`src/rtl/dma_arb_pkg.sv`:
```
package dma_arb_pkg;
   typedef enum logic {
      PRIO_FIXED  = 1'b0,
      PRIO_ROTATE = 1'b1
   } prio_mode_e;

   typedef enum logic {
      SENSE_LEVEL = 1'b0,
      SENSE_EDGE  = 1'b1
   } sense_e;
endpackage

```
`src/rtl/dma_req_detect.sv`:
```
module dma_req_detect #(
   parameter int NUM_CH = 4
) (
   input  logic              clk,
   input  logic              rst_n,
   input  logic [NUM_CH-1:0] dreq,
   input  logic [NUM_CH-1:0] sense,
   input  logic [NUM_CH-1:0] mask,
   input  logic [NUM_CH-1:0] clr,
   output logic [NUM_CH-1:0] req_qual
);
   import dma_arb_pkg::*;

   for (genvar i = 0; i < NUM_CH; i++) begin : g_ch
      logic prev_r;
      logic pend_r;
      logic rise;

      assign rise = dreq[i] & ~prev_r;

      always_ff @(posedge clk or negedge rst_n) begin
         if (!rst_n) begin
            prev_r <= 1'b0;
            pend_r <= 1'b0;
         end else begin
            prev_r <= dreq[i];
            pend_r <= ((pend_r & ~clr[i]) | rise) & (sense[i] == SENSE_EDGE);
         end
      end

      assign req_qual[i] = ~mask[i] & ((sense[i] == SENSE_EDGE) ? pend_r : dreq[i]);


      pend_keep_chk: assert property (@(posedge clk) disable iff (!rst_n)
         (pend_r && !clr[i] && sense[i]) |=> (pend_r || !sense[i]));
   end
endmodule

```
`src/rtl/dma_prio_pick.sv`:
```
module dma_prio_pick #(
   parameter int NUM_CH = 4,
   parameter bit ROT_EN = 1'b1,
   localparam int CH_W  = (NUM_CH > 1) ? $clog2(NUM_CH) : 1
) (
   input  logic [NUM_CH-1:0] req,
   input  logic              rot_mode,
   input  logic [CH_W-1:0]   last_ch,
   output logic              any,
   output logic [CH_W-1:0]   win
);
   assign any = |req;

   if (ROT_EN) begin : g_rot
      always_comb begin
         int  base;
         int  idx;
         logic found;
         base  = rot_mode ? int'(last_ch) + 1 : 0;
         if (base >= NUM_CH) base = base - NUM_CH;
         found = 1'b0;
         win   = '0;
         for (int k = 0; k < NUM_CH; k++) begin
            idx = base + k;
            if (idx >= NUM_CH) idx = idx - NUM_CH;
            if (!found && req[idx]) begin
               found = 1'b1;
               win   = CH_W'(idx);
            end
         end
      end
   end else begin : g_fixed
      logic unused_cfg;
      assign unused_cfg = ^{rot_mode, last_ch};
      always_comb begin
         win = '0;
         for (int k = NUM_CH - 1; k >= 0; k--) begin
            if (req[k]) win = CH_W'(k);
         end
      end
   end
endmodule

```
`src/rtl/dma_grant_ctrl.sv`:
```
module dma_grant_ctrl #(
   parameter int NUM_CH = 4,
   localparam int CH_W  = (NUM_CH > 1) ? $clog2(NUM_CH) : 1
) (
   input  logic              clk,
   input  logic              rst_n,
   input  logic              seq_grant,
   input  logic              req_valid,
   input  logic [CH_W-1:0]   req_ch,
   output logic              hold,
   output logic [NUM_CH-1:0] dack,
   output logic [NUM_CH-1:0] clr,
   output logic [CH_W-1:0]   last_ch
);
   logic            svc_act;
   logic [CH_W-1:0] svc_ch;
   logic [CH_W-1:0] last_q;
   logic            done;
   logic [NUM_CH-1:0] svc_hot;

   assign done    = svc_act & ~seq_grant;
   assign svc_hot = NUM_CH'(1) << svc_ch;

   always_ff @(posedge clk or negedge rst_n) begin
      if (!rst_n) begin
         svc_act <= 1'b0;
         svc_ch  <= '0;
         last_q  <= CH_W'(NUM_CH - 1);
      end else begin
         svc_act <= seq_grant & (svc_act | req_valid);
         if (!svc_act && seq_grant && req_valid) svc_ch <= req_ch;
         if (done) last_q <= svc_ch;
      end
   end

   assign hold    = seq_grant | svc_act;
   assign dack    = svc_act ? svc_hot : '0;
   assign clr     = done ? svc_hot : '0;
   assign last_ch = last_q;


   svc_needs_grant_chk: assert property (@(posedge clk) disable iff (!rst_n)
      svc_act |-> $past(seq_grant));


   no_req_no_svc_chk: assert property (@(posedge clk) disable iff (!rst_n)
      (seq_grant && !svc_act && !req_valid) |=> !svc_act);
endmodule

```
`src/rtl/dma_req_arbiter.sv`:
```
module dma_req_arbiter #(
   parameter int NUM_CH = 4,
   parameter bit ROT_EN = 1'b1,
   localparam int CH_W  = (NUM_CH > 1) ? $clog2(NUM_CH) : 1
) (
   input  logic              clk,
   input  logic              rst_n,
   input  logic [NUM_CH-1:0] dreq,
   input  logic              cfg_mask_we,
   input  logic [NUM_CH-1:0] cfg_mask_d,
   input  logic              cfg_sense_we,
   input  logic [NUM_CH-1:0] cfg_sense_d,
   input  logic              cfg_prio_we,
   input  logic              cfg_prio_d,
   input  logic              seq_grant,
   output logic              req_valid,
   output logic [CH_W-1:0]   req_ch,
   output logic [NUM_CH-1:0] dack
);
   import dma_arb_pkg::*;

   if (NUM_CH < 2 || NUM_CH > 32) begin : g_bad_cfg
      $error("dma_req_arbiter: NUM_CH must lie in 2..32");
   end

   logic [NUM_CH-1:0] mask_q;
   logic [NUM_CH-1:0] sense_q;
   prio_mode_e        prio_q;

   always_ff @(posedge clk or negedge rst_n) begin
      if (!rst_n) begin
         mask_q  <= '1;
         sense_q <= '0;
         prio_q  <= PRIO_FIXED;
      end else begin
         if (cfg_mask_we)  mask_q  <= cfg_mask_d;
         if (cfg_sense_we) sense_q <= cfg_sense_d;
         if (cfg_prio_we)  prio_q  <= prio_mode_e'(cfg_prio_d);
      end
   end

   logic [NUM_CH-1:0] qual;
   logic [NUM_CH-1:0] clr;
   logic              hold;
   logic [CH_W-1:0]   last_ch;
   logic              any;
   logic [CH_W-1:0]   win;

   dma_req_detect #(.NUM_CH(NUM_CH)) u_detect (
      .clk      (clk),
      .rst_n    (rst_n),
      .dreq     (dreq),
      .sense    (sense_q),
      .mask     (mask_q),
      .clr      (clr),
      .req_qual (qual)
   );

   dma_prio_pick #(.NUM_CH(NUM_CH), .ROT_EN(ROT_EN)) u_pick (
      .req      (qual),
      .rot_mode (prio_q == PRIO_ROTATE),
      .last_ch  (last_ch),
      .any      (any),
      .win      (win)
   );

   logic            valid_q;
   logic [CH_W-1:0] ch_q;

   always_ff @(posedge clk or negedge rst_n) begin
      if (!rst_n) begin
         valid_q <= 1'b0;
         ch_q    <= '0;
      end else if (!hold) begin
         valid_q <= any;
         ch_q    <= win;
      end
   end

   assign req_valid = valid_q;
   assign req_ch    = ch_q;

   dma_grant_ctrl #(.NUM_CH(NUM_CH)) u_grant (
      .clk       (clk),
      .rst_n     (rst_n),
      .seq_grant (seq_grant),
      .req_valid (valid_q),
      .req_ch    (ch_q),
      .hold      (hold),
      .dack      (dack),
      .clr       (clr),
      .last_ch   (last_ch)
   );


   hold_stable_chk: assert property (@(posedge clk) disable iff (!rst_n)
      seq_grant |=> ($stable(req_ch) && $stable(req_valid)));


   dack_match_chk: assert property (@(posedge clk) disable iff (!rst_n)
      (|dack) |-> (req_valid && dack == (NUM_CH'(1) << req_ch)));
endmodule

```
`config.mk`:
```
export PLATFORM = sky130hd
export DESIGN_NAME = dma_req_arbiter
export DESIGN_NICKNAME = d
export VERILOG_FILES = /design/src/rtl/dma_arb_pkg.sv /design/src/rtl/dma_req_detect.sv /design/src/rtl/dma_prio_pick.sv /design/src/rtl/dma_grant_ctrl.sv /design/src/rtl/dma_req_arbiter.sv
export SDC_FILE = /design/constraint.sdc
export NUM_CORES = 1
export LEC_CHECK = 0
export BUFFER_PORTS_ARGS = -buffer_cell sky130_fd_sc_hd__buf_2
export CAP_MARGIN = 20
export CORE_UTILIZATION = 46
export CTS_CLUSTER_DIAMETER = 150
export DETAILED_ROUTE_END_ITERATION = 7
export PLACE_DENSITY = 0.72
export SLEW_MARGIN = 20
export SYNTH_ARGS = -nofsm -noshare
export SYNTH_HDL_FRONTEND = slang
export SYNTH_SLANG_ARGS = --single-unit
```
`constraint.sdc`:
```
create_clock -name clk -period 4.2 [get_ports clk]
set_input_delay 0.63 -clock clk [delete_from_list [all_inputs] [get_ports clk]]
set_output_delay 0.63 -clock clk [all_outputs]
set_load 0.005 [all_outputs]
```
Word level (Yosys, flattened, before mapping)
Index checks and enable logic that the tools add are counted.
{"block": "op_classes", "magnitude_cmp": 9, "shifts": 1, "n_bitwise": 37, "reduce_logical": 10, "muxes": 31, "addsub": 9}
{"cell": "two-way mux 32 bit", "count": 6}
{"cell": "greater-or-equal comparator 32 x 4 -> 1 bit, second input constant", "count": 5}
{"cell": "subtractor 32 x 4 -> 32 bit, second input constant", "count": 5}
{"cell": "less-than comparator 32 x 4 -> 1 bit, second input constant", "count": 4}
{"cell": "adder 32 x 3 -> 32 bit, second input constant", "count": 2}
{"cell": "adder 32 x 2 -> 32 bit, second input constant", "count": 1}
{"cell": "bitwise AND 1 bit", "count": 18}
{"cell": "two-way mux 1 bit", "count": 15}
{"cell": "NOT 1 bit", "count": 13}
{"cell": "binary-select mux 1 bit (select 2 bit)", "count": 4}
{"cell": "two-way mux 2 bit", "count": 4}
{"cell": "two-way mux 4 bit", "count": 2}
{"cell": "bitwise OR 1 bit", "count": 6}
{"cell": "logical AND 1 bit", "count": 5}
{"cell": "logical NOT 1 bit", "count": 4}
{"cell": "OR reduction 4 bit", "count": 1}
{"cell": "<< shifter 1 x 2 -> 4 bit, first input constant", "count": 1}
{"cell": "adder 2 x 1 -> 3 bit, second input constant", "count": 1}
{"block": "word_totals", "in_bits": 19, "ff_bits": 25, "word_cells": 113, "out_inout_bits": 7}

Logic depth before layout (Yosys ltp)
{"block": "depth", "word_depth": 19, "mapped_depth": 5, "ltp_nobuf": 5}

Modules after synthesis
A second synthesis with hierarchy kept.
{"block": "unflattened", "cells_unflattened": 126, "hier_area_um2": 1426.4}
{"module": "dma_req_arbiter", "cells_each": 24, "n_inst": 1, "area_each_um2": 440.4, "seq_area_each_um2": 305.3}
{"module": "dma_req_detect", "cells_each": 28, "n_inst": 1, "area_each_um2": 350.3, "seq_area_each_um2": 200.2}
{"module": "dma_prio_pick", "cells_each": 50, "n_inst": 1, "area_each_um2": 329.1, "seq_area_each_um2": 0.0}
{"module": "dma_grant_ctrl", "cells_each": 24, "n_inst": 1, "area_each_um2": 306.5, "seq_area_each_um2": 127.6}

Worst setup path after synthesis
No wires, ideal clock.
{"block": "synth_timing", "path_type": "in2reg", "startpoint": "input port dreq[3]", "endpoint": "register ch_q[1], in the netlist req_ch[1]", "path_buffers": 0, "t_required_ns": 4.067, "cell_stages": 5, "arrival_time_ns": 1.472, "setup_ns": 0.133, "path_slack_ns": 2.595, "cell_sequence": "mux2i_1 > o22ai_1 > a211o_1 > o2111ai_1 > o211ai_2"}
{"block": "synth_between", "elab_chain_cells": 15, "elab_cells_between_ends": 27, "classes_between": "mux (20); bitwise (1); reduce/logical (6)"}
{"item": "start: declaration", "line": "dma_req_arbiter.sv:8", "source": "input logic [NUM_CH-1:0] dreq,"}
{"item": "two-way mux 1 bit (*)", "line": "dma_req_detect.sv:31", "source": "assign req_qual[i] = ~mask[i] & ((sense[i] == SENSE_EDGE) ? pend_r : dreq[i]);"}
{"item": "bitwise AND 1 bit (*)", "line": "dma_req_detect.sv:31"}
{"item": "binary-select mux 1 bit (select 2 bit)", "line": "dma_prio_pick.sv:26", "source": "if (!found && req[idx]) begin"}
{"item": "two-way mux 1 bit (not written as such) (2 in series)", "line": "dma_prio_pick.sv:26"}
{"item": "two-way mux 1 bit", "line": "dma_prio_pick.sv:26"}
{"item": "logical NOT 1 bit", "line": "dma_prio_pick.sv:26"}
{"item": "logical AND 1 bit", "line": "dma_prio_pick.sv:26"}
{"item": "two-way mux 1 bit", "line": "dma_prio_pick.sv:26"}
{"item": "logical NOT 1 bit", "line": "dma_prio_pick.sv:26"}
{"item": "logical AND 1 bit", "line": "dma_prio_pick.sv:26"}
{"item": "two-way mux 1 bit", "line": "dma_prio_pick.sv:26"}
{"item": "logical NOT 1 bit", "line": "dma_prio_pick.sv:26"}
{"item": "logical AND 1 bit", "line": "dma_prio_pick.sv:26"}
{"item": "two-way mux 2 bit (*)", "line": "dma_prio_pick.sv:26"}
{"item": "end signal: assignment", "line": "dma_req_arbiter.sv:76", "source": "ch_q <= win;"}
{"item": "end: declaration", "line": "dma_req_arbiter.sv:68", "source": "logic [CH_W-1:0] ch_q;"}
Every way passes the cells marked *; elsewhere a longest branch is shown, timed or not. The select of a mux whose other input is x is not followed.
A chain may end at the register's enable or synchronous reset.

Final worst setup path
{"block": "layout_timing", "startpoint": "register u_grant.svc_ch[1]", "endpoint": "output port dack[1]"}
{"block": "layout_between", "elab_chain_cells": 2}
{"item": "start: declaration", "line": "dma_grant_ctrl.sv:16", "source": "logic [CH_W-1:0] svc_ch;"}
{"item": "start signal: assignment", "line": "dma_grant_ctrl.sv:31", "source": "if (!svc_act && seq_grant && req_valid) svc_ch <= req_ch;"}
{"item": "<< shifter 1 x 2 -> 4 bit", "line": "dma_grant_ctrl.sv:22", "source": "assign svc_hot = NUM_CH'(1) << svc_ch;"}
{"item": "two-way mux 4 bit", "line": "dma_grant_ctrl.sv:37", "source": "assign dack = svc_act ? svc_hot : '0;"}
{"item": "end: declaration", "line": "dma_req_arbiter.sv:18", "source": "output logic [NUM_CH-1:0] dack"}
No other way between the ends.

==> flow_summary.json <==
{
  "final_core_util_pct": 56.3,
  "drt_iter0_markers": 9,
  "post_cts.repair.setup_buffers": 0,
  "startpoint_type": "flip-flop",
  "cts_made_buffers": 3,
  "cts_root_buf": "clkbuf_4",
  "status": "finished, final reports clean",
  "insertion_delay_ns": 0.32,
  "cp.arrival_ns": 1.20,
  "r2r-start": "u_grant.last_ch[0]$_DFFE_PN1P_",
  "die_h_um": 53.6,
  "drv_cap": 0,
  "fmax_mhz": 547,
  "total_power_mw": 0.622,
  "drt-total-wl_um": 2310,
  "reg2regPathDepth": 5,
  "synth_commonest_cells": "dfrtp_1 (19), mux2_1 (9), nand2_1 (8), nor2_1 (8), nor2b_1 (7)",
  "grt_antenna_before_repair": 0,
  "gp_congestion": 0.919,
  "async_reset_ff_share_pct": 100,
  "rsz0062_at_grt": "false",
  "cts_buffer_depth": 2,
  "core-area_um2": 2500,
  "via_per_inst": 5.57,
  "max_stage_delay_ns": 0.55,
  "rrSetupSlack_ns": 2.60,
  "fin_crit_ns": 1.83,
  "critPathCaptureType": "primary output",
  "p_seq_share_pct": 56.5,
  "hold_viol_final": 0,
  "ir_drop_mv": 0.226,
  "fin_setup_tns_ns": 0,
  "hold_class": "input port to async pin",
  "hpwlAfterDp_um": 1760,
  "ys_types": 38,
  "num-fill-cells": 222,
  "cts_resized": 0,
  "synth_seq_cells": 25,
  "holdWs_ns": 0.265,
  "critPathMaxFanout": 10,
  "finalSetupViolations": 0,
  "nets": 158,
  "vias": 935,
  "slowest_stage": "dfrtp_1",
  "drive_gt1_share_pct": 29.7,
  "switchingPower_mw": 0.207,
  "fin_crit_sh_pct": 43.5,
  "die_x_um": 53.6,
  "syn_avg_cell_area_um2": 11.0,
  "yosysMostFrequentCell": "dfrtp_1",
  "yosysTopAreaCellShare_pct": 38.9,
  "ios": 26,
  "ant_nets": 0,
  "start_util_pct": 48.9,
  "cts_hold_buf": 0,
  "internal-power_mw": 0.415,
  "dpl.cell_count": 164,
  "fin_skew_ns": 0.00664,
  "pwr_density_cell_nw_per_um2": 443,
  "stdcell_count": 168,
  "htreeDepth": 1,
  "relSlewSlack_pct": 63.7,
  "syn-instance-count": 111,
  "io_buffers": 25,
  "slew_violations": 0,
  "grt_pass1_vias": 909,
  "gr-usage-all-layers_pct": 19.3,
  "synth-edff-count": 0,
  "grt_pass1_wl_um": 3900,
  "wire_per_inst_um": 13.7,
  "num_rows": 18,
  "reg2reg_to": "req_ch[0]$_DFFE_PN0N_",
  "p_leak_nw": 0.649,
  "antenna_cells": 0,
  "clk_pin_slew_ns": 0.13,
  "cts_tree": "yes",
  "drt-pass1-iter-count": 4,
  "grt_max_degree": 26,
  "pwr-share-clk_pct": 17.2,
  "ys_seq_area_share_pct": 51.7,
  "clock_sinks": 25,
  "synth_area_leaders": "dfrtp_1 (39%), dfstp_2 (13%), mux2_1 (8.3%)",
  "swShare_pct": 33.3,
  "critPathRequiredTime_ns": 3.57,
  "syn_nets": 130,
  "path_cells": "and3b_1, buf_2",
  "synthFlopType": "dfrtp_1",
  "worstMarginPinSlew_ns": 0.545,
  "synth.largest_area_cell": "dfrtp_1",
  "combPwrFrac_pct": 26.3,
  "grt-ovfl-total": 0,
  "die-area_um2": 2870,
  "ys_warn_count": 0,
  "syn_to_final_growth_pct": 14.9,
  "critPathKind": "flip-flop to primary output",
  "netlist_area_um2": 1220,
  "drc": 0
}
==> layout make-up <==
cell class	count	area, um^2	share of cell area [%]
Sequential cell	25	633	45.0
Timing Repair Buffer	25	125	8.90
Clock buffer	3	22.5	1.60
Multi-Input combinational cell	80	568	40.4
Clock inverter	1	5.00	0.356
Tap cell	30	37.5	2.67
Inverter	4	15.0	1.07
==> worst max path at each step <==
stage / to / from / depth (start not counted) / slack, ns
6_report: dack[1] / u_grant.svc_ch[1]$_DFFE_PN0P_ / 2 / 2.37
5_1_grt: dack[0] / u_grant.svc_ch[1]$_DFFE_PN0P_ / 2 / 2.27
4_1_cts: dack[1] / u_grant.svc_ch[1]$_DFFE_PN0P_ / 2 / 2.35
3_5_place_dp: req_ch[1]$_DFFE_PN0N_ / dreq[3] / 6 / 2.32
3_3_place_gp: req_ch[1]$_DFFE_PN0N_ / dreq[3] / 6 / 2.39
2_1_floorplan: req_ch[1]$_DFFE_PN0N_ / dreq[3] / 5 / 2.60
==> metal layers <==
metal / part of all wire [%] / global-route usage (%)
met5: 0 / 0
met4: 1.6 / 10.5
met3: 3.8 / 2.82
met2: 47 / 32.9
met1: 48 / 23.5
==> worst max-delay path, delay by kind of cell (launching register included) <==
| family | cells | cell delay [ns] |
|---|---|---|
| buf+inv | 1 | 0.12 |
| flops | 1 | 0.55 |
| simple gates | 1 | 0.21 |
==> per-stage QoR <==
| stage | cell area [um^2] | setup slack [ns] |
|---|---|---|
| 2_1_floorplan | 1220 | 2.60 |
| 3_3_place_gp | 1380 | 2.39 |
| 3_5_place_dp | 1380 | 2.32 |
| 4_1_cts | 1410 | 2.35 |
| 5_1_grt | 1410 | 2.27 |
| 6_report | 1410 | 2.37 |
==> placed cells by master, fill, tap and decap left out, types with 2 or more instances in the layout <==
| cell | instances |
|---|---|
| a21boi_0 | 2 |
| a21boi_1 | 2 |
| a21oi_1 | 3 |
| buf_2 | 25 |
| clkbuf_4 | 3 |
| dfrtp_1 | 19 |
| dfstp_2 | 6 |
| inv_1 | 4 |
| mux2_1 | 9 |
| mux2i_1 | 4 |
| nand2_1 | 8 |
| nand2b_1 | 4 |
| nor2_1 | 8 |
| nor2b_1 | 7 |
| o21a_1 | 2 |
| o21ai_0 | 5 |
| o21ai_1 | 3 |
| o22ai_1 | 2 |
==> flip-flops by register name (all words and copies together), names as in the netlist <==
register,count
mask_q,4
sense_q,4
u_detect.g_ch.pend_r,4
u_detect.g_ch.prev_r,4
req_ch,2
u_grant.last_ch,2
u_grant.svc_ch,2
prio_q,1
req_valid,1
u_grant.svc_act,1
==> kinds of logic after synthesis <==
family / count (synthesis) / share of synthesized area [%]
simple gates: 36 / 15.5
compound gates: 28 / 16.1
mux: 16 / 14.8
buf+inv: 6 / 1.84
flops: 25 / 51.7
==> power groups by stage <==
| stage | Clock [mW] | Combinational (mW) | Sequential (mW) |
|---|---|---|---|
| final | 0.107 | 0.164 | 0.352 |
| after global routing | 0.118 | 0.188 | 0.361 |
| after CTS | 0.113 | 0.165 | 0.352 |
| after detailed placement | 0 | 0.164 | 0.358 |
| after global placement | 0 | 0.158 | 0.355 |
| after floorplan | 0 | 0.131 | 0.327 |
(Power assumes the default switching activity.)
